==> src/rtl/wake_pkg.sv <==
package wake_pkg;
  localparam int SW_CFG_W = 4;
  localparam int HW_CFG_W = 5;
  localparam int STAT_W   = 4;

  localparam int ST_LC  = 0;
  localparam int ST_MPD = 1;
  localparam int ST_MPI = 2;
  localparam int ST_PME = 3;

  typedef struct packed {
    logic pat;
    logic mpp;
    logic mp;
    logic lc;
  } sw_cfg_t;

  typedef struct packed {
    logic pol;
    logic ovr;
    logic mpp;
    logic mp;
    logic lc;
  } hw_cfg_t;

  typedef enum logic [1:0] {
    SUS_RUN   = 2'd0,
    SUS_DRAIN = 2'd1,
    SUS_HALT  = 2'd2
  } sus_state_e;
endpackage

==> src/rtl/wake_sync.sv <==
module wake_sync #(
  parameter int WIDTH  = 2,
  parameter int STAGES = 2
) (
  input  logic             clk,
  input  logic             rst_n,
  input  logic [WIDTH-1:0] d,
  output logic [WIDTH-1:0] q
);
  logic [WIDTH-1:0] stg [STAGES];

  always_ff @(posedge clk or negedge rst_n) begin
    if (!rst_n) begin
      for (int i = 0; i < STAGES; i++) stg[i] <= '0;
    end else begin
      stg[0] <= d;
      for (int i = 1; i < STAGES; i++) stg[i] <= stg[i-1];
    end
  end

  assign q = stg[STAGES-1];
endmodule

==> src/rtl/wake_cfg.sv <==
module wake_cfg
  import wake_pkg::*;
(
  input  logic                clk,
  input  logic                por_n,
  input  logic                rst_hw_n,
  input  logic                sw_we,
  input  logic [SW_CFG_W-1:0] sw_d,
  input  logic                hw_sw_we,
  input  logic [HW_CFG_W-1:0] hw_sw_d,
  input  logic                hw_ee_we,
  input  logic [HW_CFG_W-1:0] hw_ee_d,
  output sw_cfg_t             sw_cfg,
  output hw_cfg_t             hw_cfg
);
  // software path: survives hardware reset
  always_ff @(posedge clk or negedge por_n) begin
    if (!por_n)     sw_cfg <= '0;
    else if (sw_we) sw_cfg <= sw_cfg_t'(sw_d);
  end

  // hardware path: EEPROM load outranks a software write
  always_ff @(posedge clk or negedge rst_hw_n) begin
    if (!rst_hw_n)     hw_cfg <= '0;
    else if (hw_ee_we) hw_cfg <= hw_cfg_t'(hw_ee_d);
    else if (hw_sw_we) hw_cfg <= hw_cfg_t'(hw_sw_d);
  end
endmodule

==> src/rtl/wake_status.sv <==
module wake_status #(
  parameter int W = 4
) (
  input  logic         clk,
  input  logic         rst_n,
  input  logic [W-1:0] set,
  input  logic [W-1:0] clr,
  output logic [W-1:0] q
);
  for (genvar i = 0; i < W; i++) begin : g_bit
    always_ff @(posedge clk or negedge rst_n) begin
      if (!rst_n) q[i] <= 1'b0;
      else        q[i] <= set[i] | (q[i] & ~clr[i]);
    end
  end
endmodule

==> src/rtl/wake_suspend.sv <==
module wake_suspend
  import wake_pkg::*;
(
  input  logic clk,
  input  logic rst_n,
  input  logic mode,
  input  logic mp_evt,
  input  logic fifo_empty,
  output logic hold,
  output logic idle
);
  sus_state_e st, st_nx;
  logic seen, seen_nx;

  always_comb begin
    seen_nx = seen | mp_evt;
    st_nx   = st;
    unique case (st)
      SUS_RUN:   if (mode) st_nx = SUS_DRAIN;
      SUS_DRAIN: if (seen_nx && !mode) st_nx = SUS_RUN;
                 else if (fifo_empty)  st_nx = SUS_HALT;
      SUS_HALT:  if (seen_nx && !mode) st_nx = SUS_RUN;
      default:   st_nx = SUS_RUN;
    endcase
  end

  always_ff @(posedge clk or negedge rst_n) begin
    if (!rst_n) begin
      st   <= SUS_RUN;
      seen <= 1'b0;
    end else begin
      st   <= st_nx;
      seen <= (st_nx == SUS_RUN) ? 1'b0 : seen_nx;
    end
  end

  assign hold = (st != SUS_RUN);
  assign idle = (st == SUS_HALT);
endmodule

==> src/rtl/wake_led.sv <==
module wake_led #(
  parameter int N = 4
) (
  input  logic         act,
  input  logic [N-1:0] sel,
  input  logic [N-1:0] pol,
  output logic [N-1:0] led
);
  for (genvar i = 0; i < N; i++) begin : g_led
    assign led[i] = (act & sel[i]) ^ ~pol[i];
  end
endmodule

==> src/rtl/wake_event_ctrl.sv <==
module wake_event_ctrl
  import wake_pkg::*;
#(
  parameter int LED_N       = 4,
  parameter int SYNC_STAGES = 2
) (
  input  logic                clk,
  input  logic                por_n,
  input  logic                hrst_n,
  input  logic                sw_cfg_we,
  input  logic [SW_CFG_W-1:0] sw_cfg_d,
  input  logic                hw_cfg_sw_we,
  input  logic [HW_CFG_W-1:0] hw_cfg_sw_d,
  input  logic                hw_cfg_ee_we,
  input  logic [HW_CFG_W-1:0] hw_cfg_ee_d,
  input  logic                pme_en,
  input  logic                int_en,
  input  logic                mp_int_en,
  input  logic [LED_N-1:0]    led_sel,
  input  logic [LED_N-1:0]    led_pol,
  input  logic                pg,
  input  logic                link,
  input  logic                fifo_empty,
  input  logic                mp_det_in,
  input  logic                pat_in,
  input  logic [STAT_W-1:0]   stat_clr,
  output logic [STAT_W-1:0]   stat,
  output logic                rwu_pin,
  output logic                pme_out,
  output logic                irq,
  output logic                wum,
  output logic [LED_N-1:0]    led,
  output logic                mac_hold,
  output logic                mac_idle
);
  localparam int SYNC_W = 2;

  logic    rst_hw_n;
  sw_cfg_t sw_cfg;
  hw_cfg_t hw_cfg;
  logic [SYNC_W-1:0] sync_q;
  logic    pg_s, link_s, link_q;
  logic    lc_mode, mp_mode, link_chg;
  logic    lc_evt, mp_evt, pat_evt, wake_lvl;
  logic [STAT_W-1:0] stat_set;

  assign rst_hw_n = por_n & hrst_n;

  wake_cfg u_cfg (
    .clk      (clk),
    .por_n    (por_n),
    .rst_hw_n (rst_hw_n),
    .sw_we    (sw_cfg_we),
    .sw_d     (sw_cfg_d),
    .hw_sw_we (hw_cfg_sw_we),
    .hw_sw_d  (hw_cfg_sw_d),
    .hw_ee_we (hw_cfg_ee_we),
    .hw_ee_d  (hw_cfg_ee_d),
    .sw_cfg   (sw_cfg),
    .hw_cfg   (hw_cfg)
  );

  wake_sync #(.WIDTH(SYNC_W), .STAGES(SYNC_STAGES)) u_sync (
    .clk   (clk),
    .rst_n (rst_hw_n),
    .d     ({pg, link}),
    .q     (sync_q)
  );
  assign {pg_s, link_s} = sync_q;

  always_ff @(posedge clk or negedge rst_hw_n) begin
    if (!rst_hw_n) link_q <= 1'b0;
    else           link_q <= link_s;
  end
  assign link_chg = link_s ^ link_q;

  assign lc_mode = sw_cfg.lc | hw_cfg.lc;
  assign mp_mode = sw_cfg.mp | hw_cfg.mp | ((sw_cfg.mpp | hw_cfg.mpp) & ~pg_s);

  assign lc_evt  = lc_mode & link_chg;
  assign mp_evt  = mp_mode & mp_det_in;
  assign pat_evt = sw_cfg.pat & pat_in;

  always_comb begin
    stat_set         = '0;
    stat_set[ST_LC]  = lc_evt;
    stat_set[ST_MPD] = mp_evt;
    stat_set[ST_MPI] = mp_evt;
    stat_set[ST_PME] = lc_evt | mp_evt | pat_evt;
  end

  wake_status #(.W(STAT_W)) u_stat (
    .clk   (clk),
    .rst_n (rst_hw_n),
    .set   (stat_set),
    .clr   (stat_clr),
    .q     (stat)
  );

  // pattern match feeds PME status only, never the remote-wake level
  assign wake_lvl = stat[ST_LC] | stat[ST_MPD];
  assign rwu_pin  = wake_lvl ^ hw_cfg.pol;
  assign pme_out  = (stat[ST_PME] & pme_en) | (wake_lvl & hw_cfg.ovr);
  assign irq      = stat[ST_MPI] & int_en & mp_int_en;
  assign wum      = mp_mode;

  wake_led #(.N(LED_N)) u_led (
    .act (stat[ST_MPD]),
    .sel (led_sel),
    .pol (led_pol),
    .led (led)
  );

  wake_suspend u_sus (
    .clk        (clk),
    .rst_n      (rst_hw_n),
    .mode       (mp_mode),
    .mp_evt     (mp_evt),
    .fifo_empty (fifo_empty),
    .hold       (mac_hold),
    .idle       (mac_idle)
  );
endmodule

==> config.mk <==
export PLATFORM = sky130hd
export DESIGN_NAME = wake_event_ctrl
export DESIGN_NICKNAME = d
export VERILOG_FILES = /design/src/rtl/wake_pkg.sv /design/src/rtl/wake_sync.sv /design/src/rtl/wake_cfg.sv /design/src/rtl/wake_status.sv /design/src/rtl/wake_suspend.sv /design/src/rtl/wake_led.sv /design/src/rtl/wake_event_ctrl.sv
export SDC_FILE = /design/constraint.sdc
export NUM_CORES = 1
export LEC_CHECK = 0
export BUFFER_PORTS_ARGS = -buffer_cell sky130_fd_sc_hd__buf_4
export CAP_MARGIN = 10
export CORE_ASPECT_RATIO = 1.4
export CORE_MARGIN = 4
export CORE_UTILIZATION = 38
export DETAILED_ROUTE_END_ITERATION = 16
export PLACE_DENSITY_LB_ADDON = 0.15
export SKIP_LAST_GASP = 1
export SYNTH_ARGS = -nofsm -noshare
export SYNTH_HDL_FRONTEND = slang
export SYNTH_SLANG_ARGS = --single-unit
==> constraint.sdc <==
create_clock -name clk -period 0.8 [get_ports clk]
set_input_delay 0.08 -clock clk [delete_from_list [all_inputs] [get_ports clk]]
set_output_delay 0.08 -clock clk [all_outputs]
set_load 0.02 [all_outputs]
Yosys cells after proc, flatten, opt, wreduce, memory -nomap -nowiden
Index checks and enable logic that the tools add are counted.
- logic and storage cells: 79
- flip-flop bits (word level): 21
- input bits: 40
- equal/unequal tests: 2
- bitwise logic cells: 45
- multiplexer cells: 8
- reductions and logical operators: 6
- operator list (cell ; count):
    bitwise AND 1 bit ; 17
    OR 1 bit ; 13
    2-to-1 mux 5 bit ; 2
    inverter 1 bit ; 9
    2-to-1 mux 2 bit ; 4
    one-hot mux 2 bit (3 select lines) ; 1
    XOR 1 bit ; 6
    zero test 2 bit ; 2
    nonzero test 2 bit ; 2
    == test 2 x 1 -> 1 bit (second input constant) ; 1
    == test 2 bit (second input constant) ; 1
    logical AND 1 bit ; 1
    zero test 1 bit ; 1
    2-to-1 mux 1 bit ; 1

Longest topological paths before layout
Gate-level depths: netlist of run 1.
- word-level depth: 10
- mapped depth: 3
- gate-level depth less buffers: 3

By module
A second synthesis of run 1 with hierarchy kept.
- cell total of the unflattened synthesis: 84
- area total of the unflattened synthesis: 947.2 um^2
- modules (own cells, without submodules) (module ; times used ; area each (um^2) ; seq. area each (um^2) ; cells each):
    wake_cfg ; 1 ; 380.4 ; 225.2 ; 30
    wake_suspend ; 1 ; 147.6 ; 75.1 ; 12
    wake_status ; 1 ; 145.1 ; 100.1 ; 12
    wake_sync ; 1 ; 115.1 ; 100.1 ; 6
    wake_event_ctrl ; 1 ; 108.9 ; 25.0 ; 16
    wake_led ; 1 ; 50.0 ; 0.0 ; 8

Worst setup path after synthesis of run 1
Ideal clock, no wire load.
- kind: register -> output
- start point: register u_stat.q[0]
- end point: output port rwu_pin
- stages on the path, launching flop included: 3
- buffers on the path: 0
- required time: 0.720 ns
- setup slack: -0.199 ns
- arrival: 0.919 ns
- cell sequence: dfrtp_1 nor2_1 xnor2_1
- cells in the longest elaborated chain, start to end: 2
- ends and longest elaborated chain (element ; line ; source):
    from (decl) ; wake_status.sv:8 ; output logic [W-1:0] q
    from (signal, indexed assignment) ; wake_status.sv:13 ; else q[i] <= set[i] | (q[i] & ~clr[i]);
    OR 1 bit ; wake_event_ctrl.sv:101 ; assign wake_lvl = stat[ST_LC] | stat[ST_MPD];
    XOR 1 bit ; wake_event_ctrl.sv:102 ; assign rwu_pin = wake_lvl ^ hw_cfg.pol;
    to (decl) ; wake_event_ctrl.sv:28 ; output logic rwu_pin,
Every way passes these cells.

Worst setup path in the final report of run 1
- start point: register u_stat.q[1]
- end point: output port led[2]
- cells in the longest elaborated chain, start to end: 2
- ends and longest elaborated chain (element ; line ; source):
    bitwise AND 1 bit ; wake_led.sv:10 ; assign led[i] = (act & sel[i]) ^ ~pol[i];
    XOR 1 bit ; wake_led.sv:10 ;
    to (decl) ; wake_event_ctrl.sv:32 ; output logic [LED_N-1:0] led,
Every way passes these cells.

==> results summary, run 1 <==
The final core area utilization is 0.742. The synthesized area divided by synthesized cell count is between 10 and 15 µm². In the final layout, the share of cells above drive strength 1 is 0.605. Sorting the synthesized cells by area gives the leading types as sky130_fd_sc_hd__dfrtp_1 56%, sky130_fd_sc_hd__mux2i_1 5.4%, sky130_fd_sc_hd__mux2_2 4.8%. The portion of the clock cycle consumed by the worst path in the final layout came out at 1.61. The placer congestion estimate is 0.740.

The routed layout has 891 vias. The floorplan core area came out at 2360 µm². The synthesis warning total came out at 0. The final-report setup violation count came out at 21. Subtracting the final worst setup slack from the clock period gives between 1 and 1.5 ns. The clock passes through at most 2 buffers. Along the worst path, the maximum fanout reaches 7. The post-route total power came out at 3.36 mW. The worst hold slack across all endpoints came out at 0.00187 ns. The max-slew violation total from the final report came out at 0. At the pin with the least slew margin, the transition time is 0.221 ns.

The top-area cell type share of the netlist area is 0.564. The post-synthesis cell area came out at 932 µm². The TritonCTS clock tree is yes. The type of the worst setup path is reg2out. Between clock sinks in the finished design, the worst skew comes to just over 0.007 ns. The count of antenna diodes in the layout came out at 0. The leakage power figure came out at 0.857 nW. The number of nets produced by synthesis came out at 123. The count of pins on the block boundary is 54. Setup repair after global routing could not meet its margin everywhere. Summed over all instances, the cell type with the most area after synthesis is sky130_fd_sc_hd__dfrtp_1. The number of nets with antenna violations after detailed routing is 0. Headroom to the max-slew limit came out at 0.853. The maximum achievable frequency came out at 0.775 GHz.

The estimated wirelength of the detail-placed design came out at 1850 µm. The final hold violation count was 0. The starting density of the core came out at 0.394.

The pin count of the biggest net entering global routing came out at 18. The clock-pin slew on the worst setup and hold paths is 0.12 ns. Counting every instance in the synthesized netlist gives 83.

The startpoint type of the worst setup path is a flip-flop. The buffer type at the clock tree root is sky130_fd_sc_hd__clkbuf_4. For this design, the slowest cell found on the critical path is sky130_fd_sc_hd__dfrtp_2. In this run the vertical extent of the chip is 66.6 µm. The floorplan step set the die width to 49.9 µm. The number of buffers created by CTS came out at 3. The worst-skew pair later-pin latency is 0.30 ns. In the routed design, unresolved DRC markers number 0. The count of routing violations after the opening detailed-route iteration came out at 8. After synthesis the netlist holds a flip-flop and latch count of 21. The number of buffers and inverters on the critical path is 1.

In this design, the stage delay of the slowest critical-path cell is 0.51 ns. STA classifies the critical path endpoint as an output pin. The via count of the first global-routing pass is slightly below 1000. The die covers 3320 µm². The relative area change from synthesis to final layout is 88.2%. The clock sink count came out at 21. The count of max-cap constraint violations is 0.

CTS built an H-tree with a depth of 1. The remaining global-route overflow came out at 0. The final reports fail on setup timing. The endpoint required time on the critical path came out at 0.72 ns.

The total power divided by cell area is 1910 nW/µm². The total global routing track utilization is 0.171. The number of antenna violations at the first check in global routing came to 0.

The number of input and output port buffers inserted came out at 53. The first TritonRoute pass finished after 4 iterations. The sequential fraction of the synthesis area is 0.564. The signal on the critical path passes through nand2_2 > xor2_2 > buf_6.

The number of rows in the core area came out at 21. Broken down by cell family, the worst path's largest delay share belongs to flip-flops. The distinct cell type count after synthesis is 23. The average detailed-routed wire length per instance is roughly 14 µm.

The first-pass GRT wire length is about 4300 µm. The run finished, with violations left. The classification of the worst-slack hold path is in2reg.

The endpoint arrival time on the critical path came out at about 1.2 ns. The via density per instance is just under 5. The worst setup margin came out at -0.490 ns. The net count of the finished layout is ~200.

The worst-case IR drop observed on VDD is roughly 1.4 mV. Summed over all layers, the routed wires come to ~2500 µm.
==> final timing paths <==
check,startpoint,endpoint,slack [ns],cells after the start
setup / recovery,u_stat.q[1],led[2],-0.49,3
hold / removal,sw_cfg_d[3],u_cfg.sw_cfg[3],0.002,2
setup reg to reg,u_cfg.sw_cfg[2],u_sus.st[0],-0.29,4
hold reg to reg,u_sync.stg[3],u_sync.q[1],0.36,0
max in group asynchronous,por_n,u_sus.st[0],0.17,4
min in group asynchronous,por_n,u_cfg.sw_cfg[0],0.09,2
==> layout make-up <==
| type | instances | area, µm² |
|---|---|---|
| clock buffer | 4 | 26.3 |
| multi-input combinational | 53 | 477 |
| tap | 23 | 28.8 |
| inverter | 6 | 22.5 |
| sequential | 21 | 531 |
| timing repair buffer | 78 | 669 |
| fill | 173 | 611 |
==> power breakdown <==
group | switching (mW) | total [mW] | internal (mW)
combinational | 0.585 | 1.47 | 0.886
clock | 0.318 | 0.512 | 0.194
sequential | 0.155 | 1.37 | 1.22
total | 1.06 | 3.36 | 2.30
==> cell usage in the layout (no fill, tap or decap), types with 3 or more instances in the layout <==
cell	netlist	routed
sky130_fd_sc_hd__dfrtp_1	21	17
sky130_fd_sc_hd__xor2_2	0	3
sky130_fd_sc_hd__inv_1	6	5
sky130_fd_sc_hd__buf_4	2	51
sky130_fd_sc_hd__nand2_1	12	8
sky130_fd_sc_hd__nor2_2	0	3
sky130_fd_sc_hd__dlygate4sd3_1	0	14
sky130_fd_sc_hd__dfrtp_2	0	4
sky130_fd_sc_hd__clkbuf_4	0	3
sky130_fd_sc_hd__o21ai_0	6	3
sky130_fd_sc_hd__mux2_2	4	4
sky130_fd_sc_hd__buf_6	0	13
sky130_fd_sc_hd__o22ai_1	3	3
sky130_fd_sc_hd__o21ai_1	0	3
sky130_fd_sc_hd__nand2_2	0	3
sky130_fd_sc_hd__mux2i_1	5	5
==> through the flow <==
step	worst slack (ns)	cells	area, µm²	setup TNS, ns
6_report	-0.490	185	1750	-6.52
5_1_grt	-0.546	185	1750	-7.59
4_1_cts	-0.510	184	1730	-6.76
3_5_place_dp	-0.191	163	1470	-1.97
3_3_place_gp	-0.151	163	1470	-1.55
2_1_floorplan	-0.0754	83	1010	-0.621
==> what timing repair did <==
action                                  4_1_cts  5_1_grt
gates resized for setup                      21        8
pin swaps                                    11        6
hold endpoints to repair                     33        0
endpoints found under the setup margin       21       25
buffers inserted                              3        2
hold buffers                                 14        0
==> logic make-up after synthesis <==
kind of cell	share of synthesized area
AOI/OAI and AO/OA	0.125
xor gates and xnor gates	0.0564
buffers and inverters	0.0443
DFF	0.564
muxes	0.102
and+or+nand+nor	0.109
==> worst register-to-register path: cells and delay by family (launching register included) <==
kind / cells / cell delay [ns]
buf+inv: 1 / 0.13
simple gates: 1 / 0.06
compound gates: 2 / 0.44
flops: 1 / 0.37
==> cell usage after synthesis (all sizes together) <==
cell and count:
o21ai 6, and2 1, a2bb2oi 1, dfrtp 21, o221ai 1, a22oi 1
mux2i 5, mux2 4, a221oi 1, nor2 6, xnor2 2, a211oi 1
or2 1, xor2 4, buf 3, inv 6, and3 1, o21a 1
nand2b 1, nand2 12, o22ai 3, nor2b 1
==> sequential cells by signal, summed over array words and instances, names as in the netlist <==
register,flops
u_sync.stg,2
u_sus.st,2
u_stat.q,4
u_sync.q,2
u_cfg.hw_cfg,5
u_cfg.sw_cfg,4
link_q,1
u_sus.seen,1
==> metal layers <==
metal	global-route usage	wire length, µm	share of wire	up-vias
met5	0	0	0	-
met4	0.0727	27	0.011	0
met3	0.0380	206	0.081	4
met2	0.328	1360	0.54	42
met1	0.176	941	0.37	413
li1	-	-	-	432
No activity file was read; power rests on OpenSTA's default activity.
==> run 2, diff against run 1 <==
--- a/config.mk
+++ b/config.mk
@@ -12,6 +12,7 @@
 export CORE_UTILIZATION = 38
 export DETAILED_ROUTE_END_ITERATION = 16
 export PLACE_DENSITY_LB_ADDON = 0.15
+export RECOVER_POWER = 50
 export SKIP_LAST_GASP = 1
 export SYNTH_ARGS = -nofsm -noshare
 export SYNTH_HDL_FRONTEND = slang
==> results summary, run 2 (synthesis results as in run 1) <==
The congestion estimate from routability-driven global placement came to 0.740. The shortest period the worst path allows is around 1.3 ns. IR analysis of the VDD net gives a maximum drop of 1.40 mV. The worst pin sits at a relative slew slack of 0.826. The count of pins on the block boundary is 54. The worst hold slack across all endpoints is roughly 0.0021 ns. The pin count of the biggest net entering global routing is 18. The maximum achievable frequency is around 0.78 GHz. Once layout is complete, the utilization of the core stands at 0.740.

In this run the horizontal extent of the chip is 49.9 µm. The number of buffers created by CTS came out at 3. The remaining global-route overflow came out at 0. In this run the standard cell core region covers 2360 µm². TritonCTS built the clock tree. The critical path is of the reg2out type. The H-tree level count is 1. The launch instance of the worst register-to-register path is u_cfg.sw_cfg[2]. The worst register-to-register path ends at u_sus.st[0].

Ranked by flip-flop count, first place goes to u_cfg.hw_cfg. The worst-skew pair later-pin latency came out at 0.30 ns. The via count came out at 891. For the pin with the worst max-slew slack, the measured transition is 0.262 ns. Setup slack on the critical path of the routed design comes to -0.490 ns. Setup repair after global routing could not meet its margin everywhere.

The final hold violation count is 0. The count of nets left with antenna violations once routing finished came out at 0. The relative area change from synthesis to final layout came out at 87.8%. The number of flip-flops under the largest register name came out at 5. The clock sink count came out at 21. Setup slack on the worst reg-to-reg path comes out at -0.29 ns.

The library cell used most frequently in the layout, excluding fill and tap cells, is sky130_fd_sc_hd__buf_4. The vertical die dimension came out at 66.6 µm. The clock-pin slew on the worst setup and hold paths is 0.12 ns. The number of inserted filler cells in the final layout came out at 175.

The path class of the tightest hold or removal check is in2reg. The remaining design rule violation count came out at 0. The final reports fail on setup timing. In the layout the commonest cells are 48 x sky130_fd_sc_hd__buf_4, 17 x sky130_fd_sc_hd__dfrtp_1, 14 x sky130_fd_sc_hd__dlygate4sd3_1, 13 x sky130_fd_sc_hd__buf_6, 8 x sky130_fd_sc_hd__nand2_1.

After detailed routing, the number of vias per cell comes to 4.82. The endpoint required time on the critical path came out at just over 0.7 ns. The starting density of the core is 0.394. The maximum root-to-sink buffer count came out at 2.

The count of routing violations after the opening detailed-route iteration came out at 8. Clock tree synthesis selected as its root buffer the cell sky130_fd_sc_hd__clkbuf_4. The portion of the clock cycle consumed by the worst path in the final layout came out at 1.61.

The die area came out at about 3300 µm². The proportion of layout cells with a drive suffix above 1 came out at 0.599. The run finished, with violations left. The sum of routed wire length over all layers came out at 2540 µm. The final-report setup violation count came out at 21. The first-pass GRT wire length came out at 4310 µm. The total placed cells including tap cells came out at around 160. The number of antenna violations at the first check in global routing is 0.

The worst setup path is launched from a flip-flop. The finished layout holds approximately 190 standard cells, fillers aside. The beginning of the critical path is u_stat.q[1]. The number of input and output port buffers inserted came out at 53.

The worst register-to-register path has a depth of 4. The analysis attributes to cell leakage a power of 0.853 nW. The endpoint arrival time on the critical path came out at 1.21 ns. In the final layout, the registers with the most flip-flops are u_cfg.hw_cfg: 5 flops, u_cfg.sw_cfg: 4 flops, u_stat.q: 4 flops. The net total in the final layout came out at 203. The post-route total power is 3.35 mW. Across the run, the number of max-cap violations was 0. The largest fanout of any net on the critical path is 7.

Clock skew on the completed layout was measured at 0.00682 ns. The worst setup path is captured at an output pin. The via count of the first global-routing pass came out at between 900 and 1000.

The average detailed-routed wire length per instance came out at roughly 14 µm. The number of antenna diodes in the final layout is 0. The estimated wirelength of the detail-placed design came out at 1850 µm.

For this run, the total global-route usage over all layers was measured as 0.171. The floorplan has 21 rows. The max-slew violation total from the final report was 0. The detailed-router iteration count before antenna repair is 4. The total power divided by cell area is ~1900 nW/µm². The most critical setup path has its endpoint at led[2].
-- run 2: changes by cell type in the layout (fill, tap and decap cells not counted), sizes merged --
| cell | delta |
|---|---|
| buf | -3 |
| clkbuf | +3 |
-- run 2: repair_timing --
| item | 4_1_cts | 5_1_grt |
|---|---|---|
| gates cloned | 0 | 0 |
| buffers inserted | 3 | 2 |
| endpoints found under the hold margin | 33 | 0 |
| hold buffers | 14 | 0 |
| gates resized for setup | 21 | 8 |
| endpoints found under the setup margin | 21 | 25 |
| pin swaps | 11 | 6 |
-- run 2: how the worst min path moves through the flow --
| stage | from | to | slack [ns] | depth (start not counted) |
|---|---|---|---|---|
| 6_report | sw_cfg_d[3] | u_cfg.sw_cfg[3] | 0.002 | 2 |
| 3_5_place_dp | por_n | u_cfg.sw_cfg[3] | -0.12 | 1 |
| 5_1_grt | sw_cfg_d[3] | u_cfg.sw_cfg[3] | 0.00009 | 2 |
| 3_3_place_gp | por_n | u_cfg.sw_cfg[3] | -0.12 | 1 |
| 4_1_cts | sw_cfg_d[3] | u_cfg.sw_cfg[3] | 0.002 | 2 |
| 2_1_floorplan | por_n | u_cfg.sw_cfg[0] | -0.22 | 0 |
-- run 2: power breakdown --
group | switching, mW | internal [mW] | leakage [nW]
Combinational | 0.585 | 0.883 | 0.587
Clock | 0.317 | 0.194 | 0.0150
Sequential | 0.155 | 1.22 | 0.251
-- run 2: per-layer routing --
metal  vias to the layer above  global-route usage  share of wire
li1                        432                   -              -
met1                       413               0.176           0.37
met2                        42               0.328           0.54
met3                         4              0.0380          0.081
met4                         0              0.0727          0.011
met5                         -                   0              0
-- run 2: cell type report --
cell class                      count  area (µm²)  share of cell area
Timing Repair Buffer               78         666               0.380
Sequential cell                    21         531               0.303
Clock buffer                        4        26.3              0.0150
Inverter                            6        22.5              0.0129
Tap cell                           23        28.8              0.0164
Multi-Input combinational cell     53         477               0.272
-- run 2: stage by stage --
stage,setup WS (ns),instance area [µm²],TNS [ns]
after detailed placement,-0.191,1470,-1.97
final,-0.490,1750,-6.52
after CTS,-0.510,1730,-6.76
after global placement,-0.151,1470,-1.55
after floorplan,-0.0754,1010,-0.621
after global routing,-0.546,1750,-7.90
-- run 2: critical path, stage by stage (launching register included) --
cell and delay, ns:
sky130_fd_sc_hd__dfrtp_2 0.51, sky130_fd_sc_hd__nand2_2 0.12, sky130_fd_sc_hd__xor2_2 0.16, sky130_fd_sc_hd__buf_6 0.14
==> run 3, diff against run 2 <==
--- a/config.mk
+++ b/config.mk
@@ -10,10 +10,12 @@
 export CORE_ASPECT_RATIO = 1.4
 export CORE_MARGIN = 4
 export CORE_UTILIZATION = 38
+export CTS_CLUSTER_SIZE = 30
 export DETAILED_ROUTE_END_ITERATION = 16
 export PLACE_DENSITY_LB_ADDON = 0.15
 export RECOVER_POWER = 50
 export SKIP_LAST_GASP = 1
 export SYNTH_ARGS = -nofsm -noshare
 export SYNTH_HDL_FRONTEND = slang
+export SYNTH_HIERARCHICAL = 1
 export SYNTH_SLANG_ARGS = --single-unit
==> results summary, run 3 <==
By count the netlist is led by 21 x sky130_fd_sc_hd__dfrtp_1, 11 x sky130_fd_sc_hd__nand2_1, 6 x sky130_fd_sc_hd__nor2_1, 6 x sky130_fd_sc_hd__o21ai_1. The final reports fail on hold timing, setup timing. The slew at the pin with the worst max-slew slack is around 0.31 ns. Of the post-synthesis cell area, the dominant cell type holds 0.555. The type of the worst setup path is reg2reg. The placer congestion estimate came out at 0.726. The number of rows in the core area came out at 21.

The reg-to-reg endpoint is u_sus/st[0]. The classification of the worst-slack hold path is in2reg. The run finished, with violations left. The H-tree level count is 1. The portion of synthesized area spent on multiplexers is 0.100. Tracing the worst setup path back leads to its startpoint at u_cfg/hw_cfg[1]. The worst setup path is captured at a flip-flop. Max-cap violations in this run came to 0. The synthesized-area fraction occupied by adder cells came out at 0. The highest metal layer with signal wires is met4. Dividing the final minimum period by the clock period gives 1.80. The worst pin sits at a relative slew slack of 0.794.

CTS placed an instance of sky130_fd_sc_hd__clkbuf_4 at the clock tree root. The final-report setup violation count came out at 22. The area fraction in and, or, nand and nor cells after synthesis came out at 0.124. The via density per instance is 4.56. The gate count after technology mapping came out at 84. The share of the Yosys chip area taken by registers is 0.555. The worst-skew pair later-pin latency came out at 0.29 ns. The summed negative setup slack over all endpoints came out at -9.09 ns. The remaining global-route overflow is 0. The count of antenna diodes in the layout is 0.

The remaining design rule violation count is 0. The pre-antenna-repair detailed-routing pass consisted of 2 iterations. The number of register bits inferred by synthesis came out at 21.

The number of nets with antenna violations after detailed routing came out at 0. Leaving out fill and tap cells, the most frequent cells in the layout are 46 x sky130_fd_sc_hd__buf_4, 18 x sky130_fd_sc_hd__dfrtp_1, 17 x sky130_fd_sc_hd__buf_6, 10 x sky130_fd_sc_hd__dlygate4sd3_1, 6 x sky130_fd_sc_hd__nand2_1. The worst hold slack across all endpoints is -0.0362 ns. The leakage power figure is 0.899 nW.

The estimated wirelength of the detail-placed design is 1970 µm. The async set-reset flop share out of synthesis is 1.00. The distinct cell type count after synthesis is 25. The post-route total power is 3.42 mW. The horizontal die dimension is 50.2 µm.

The worst register-to-register path begins at u_cfg/hw_cfg[1]. The clock sink count is 21. The average detailed-routed wire length per instance came out at 13.2 µm. In this run the power density over the cells is 1870 nW/µm². By area, the combinational part of the netlist is dominated by simple AND/OR/NAND/NOR gates. The length of routed met2 wiring came out at ~1500 µm. Leaving out fill and tap cells, the most frequent cell in the layout is sky130_fd_sc_hd__buf_4. The maximum achievable frequency is between 0.6 and 0.7 GHz. The post-synthesis cell area is 947 µm². The highest ir drop seen on vdd came out at 1.54 mV. The worst setup skew after layout came out at 0.00182 ns. The via count of the first global-routing pass was approximately 960. The number of input and output port buffers inserted is 53. The number of buffers created by CTS is 3. Each instance of the synthesized netlist takes up on average 11.3 µm². The setup slack on the worst flop-to-flop path came out at -0.64 ns. The total global routing track utilization came out at 0.165. For this run, the leading register cell type out of synthesis is sky130_fd_sc_hd__dfrtp_1. In this run, synthesis inferred 0 flip-flops with an integrated enable. The finished cells cover 1830 µm².

The top register by number of flip-flops is u_cfg/hw_cfg. The most common cell in the synthesized netlist is sky130_fd_sc_hd__dfrtp_1. Of the total synthesized cell area, the portion taken by XOR and XNOR cells is 0.0555. The number of antenna violations at the first check in global routing is 0. In the post-synthesis netlist, the biggest area contributors are sky130_fd_sc_hd__dfrtp_1 55%, sky130_fd_sc_hd__mux2i_1 5.3%, sky130_fd_sc_hd__mux2_2 4.8%.

The floorplan core area is ~2400 µm². Setup repair after global routing could not meet its margin everywhere. The worst hold path terminates at u_sus/st[0]. The number of nets produced by synthesis is 124. The starting density of the core is 0.396. The max-slew violation total from the final report was 0. The hold path startpoint is fifo_empty.

The instance area at placement came out at 1580 µm². The relative area change from synthesis to final layout came out at 93.0%. The sum of routed wire length over all layers came out at 2560 µm. The first-pass GRT wire length came out at 4300 µm. The clock-pin slew on the worst setup and hold paths came out at 0.11 ns.

The worst setup margin came out at -0.639 ns. The count of routing violations after the opening detailed-route iteration came out at 10. Entering global routing, the biggest net connects 18 pins. The via count came out at 884. The compound-gate portion of the synthesized area came out at 0.112.

The count of pins on the block boundary is 54. The number of flip-flops under the largest register name is 5. The die area is 3370 µm². TritonCTS built the clock tree. In this run the deepest clock path goes through 2 buffers. The worst setup path is launched from a flip-flop. The endpoint required time on the critical path is between 1 and 1.5 ns. The detailed route wirelength on metal3 is 207 µm. The cell taking the most area after synthesis is sky130_fd_sc_hd__dfrtp_1. The wire length the detailed router placed on met1 came out at 801 µm. During synthesis, Yosys emitted a total of 6 warnings. The final hold violation count was 1.

The shortest period the worst path allows came out at 1.44 ns. The largest fanout of any net on the critical path came out at 2. The count of cells along the worst register-to-register path came out at 5. The proportion of layout cells with a drive suffix above 1 is 0.625. The hold path depth is 2. The vertical die dimension is 67.1 µm. The endpoint arrival time on the critical path is 1.65 ns. In the final layout, the registers with the most flip-flops are u_cfg/hw_cfg: 5 flops, u_cfg/sw_cfg: 4 flops, u_stat/q: 4 flops. The net total in the final layout is 201.
## run 3: metal layers
layer	global-route usage	up-vias
li1	-	426
met1	0.165	421
met2	0.333	35
met3	0.0336	2
met4	0.0415	0
met5	0	-
## run 3: how the worst max path moves through the flow
stage                  endpoint  slack [ns]  cells after the start
floorplan           u_sus/st[0]       -0.62                      5
global placement    u_sus/st[0]       -0.57                      5
detailed placement  u_sus/st[0]       -0.62                      5
CTS                 u_sus/st[0]       -0.64                      5
global route        u_sus/st[0]       -0.68                      5
finish              u_sus/st[0]       -0.64                      5
## run 3: area by class of cell
type,count,area [µm²]
repair buffers,76,656
fillers,162,563
multi-input cells,54,554
flip-flops and latches,21,529
well taps,34,42.5
clock buffers,3,22.5
inverters,5,18.8
clock inverters,1,5.00
## run 3: logic make-up after synthesis
family	count (synthesis)
flip-flops	21
buffers and inverters	9
XOR/XNOR	6
AND/OR/NAND/NOR	24
multiplexers	9
AO/OA/AOI/OAI	15
## run 3: critical path, stage by stage (launching register included)
cell and delay [ns]:
sky130_fd_sc_hd__dfrtp_1 0.40, sky130_fd_sc_hd__nor2_2 0.15, sky130_fd_sc_hd__o21ai_4 0.07, sky130_fd_sc_hd__and2_4 0.14
sky130_fd_sc_hd__or3b_1 0.37, sky130_fd_sc_hd__a221oi_2 0.22
## run 3: power by group
part	leakage [nW]	switching [mW]	internal, mW
clock network	0.0177	0.302	0.186
registers	0.252	0.169	1.22
logic	0.630	0.606	0.933
total	0.899	1.08	2.34
## run 3: timing repair
item	in CTS	in global routing
buffers inserted	4	3
resized for setup	20	5
hold buffers	9	1
pin swaps	11	3
setup endpoints to repair	22	23
endpoints found under the hold margin	29	2
## run 3: stage by stage
step | util | std cells | setup WS [ns]
6_report | 0.765 | 194 | -0.639
4_1_cts | 0.754 | 192 | -0.635
3_5_place_dp | 0.660 | 175 | -0.616
5_1_grt | 0.765 | 194 | -0.682
3_3_place_gp | 0.660 | 175 | -0.574
2_1_floorplan | - | 84 | -0.618
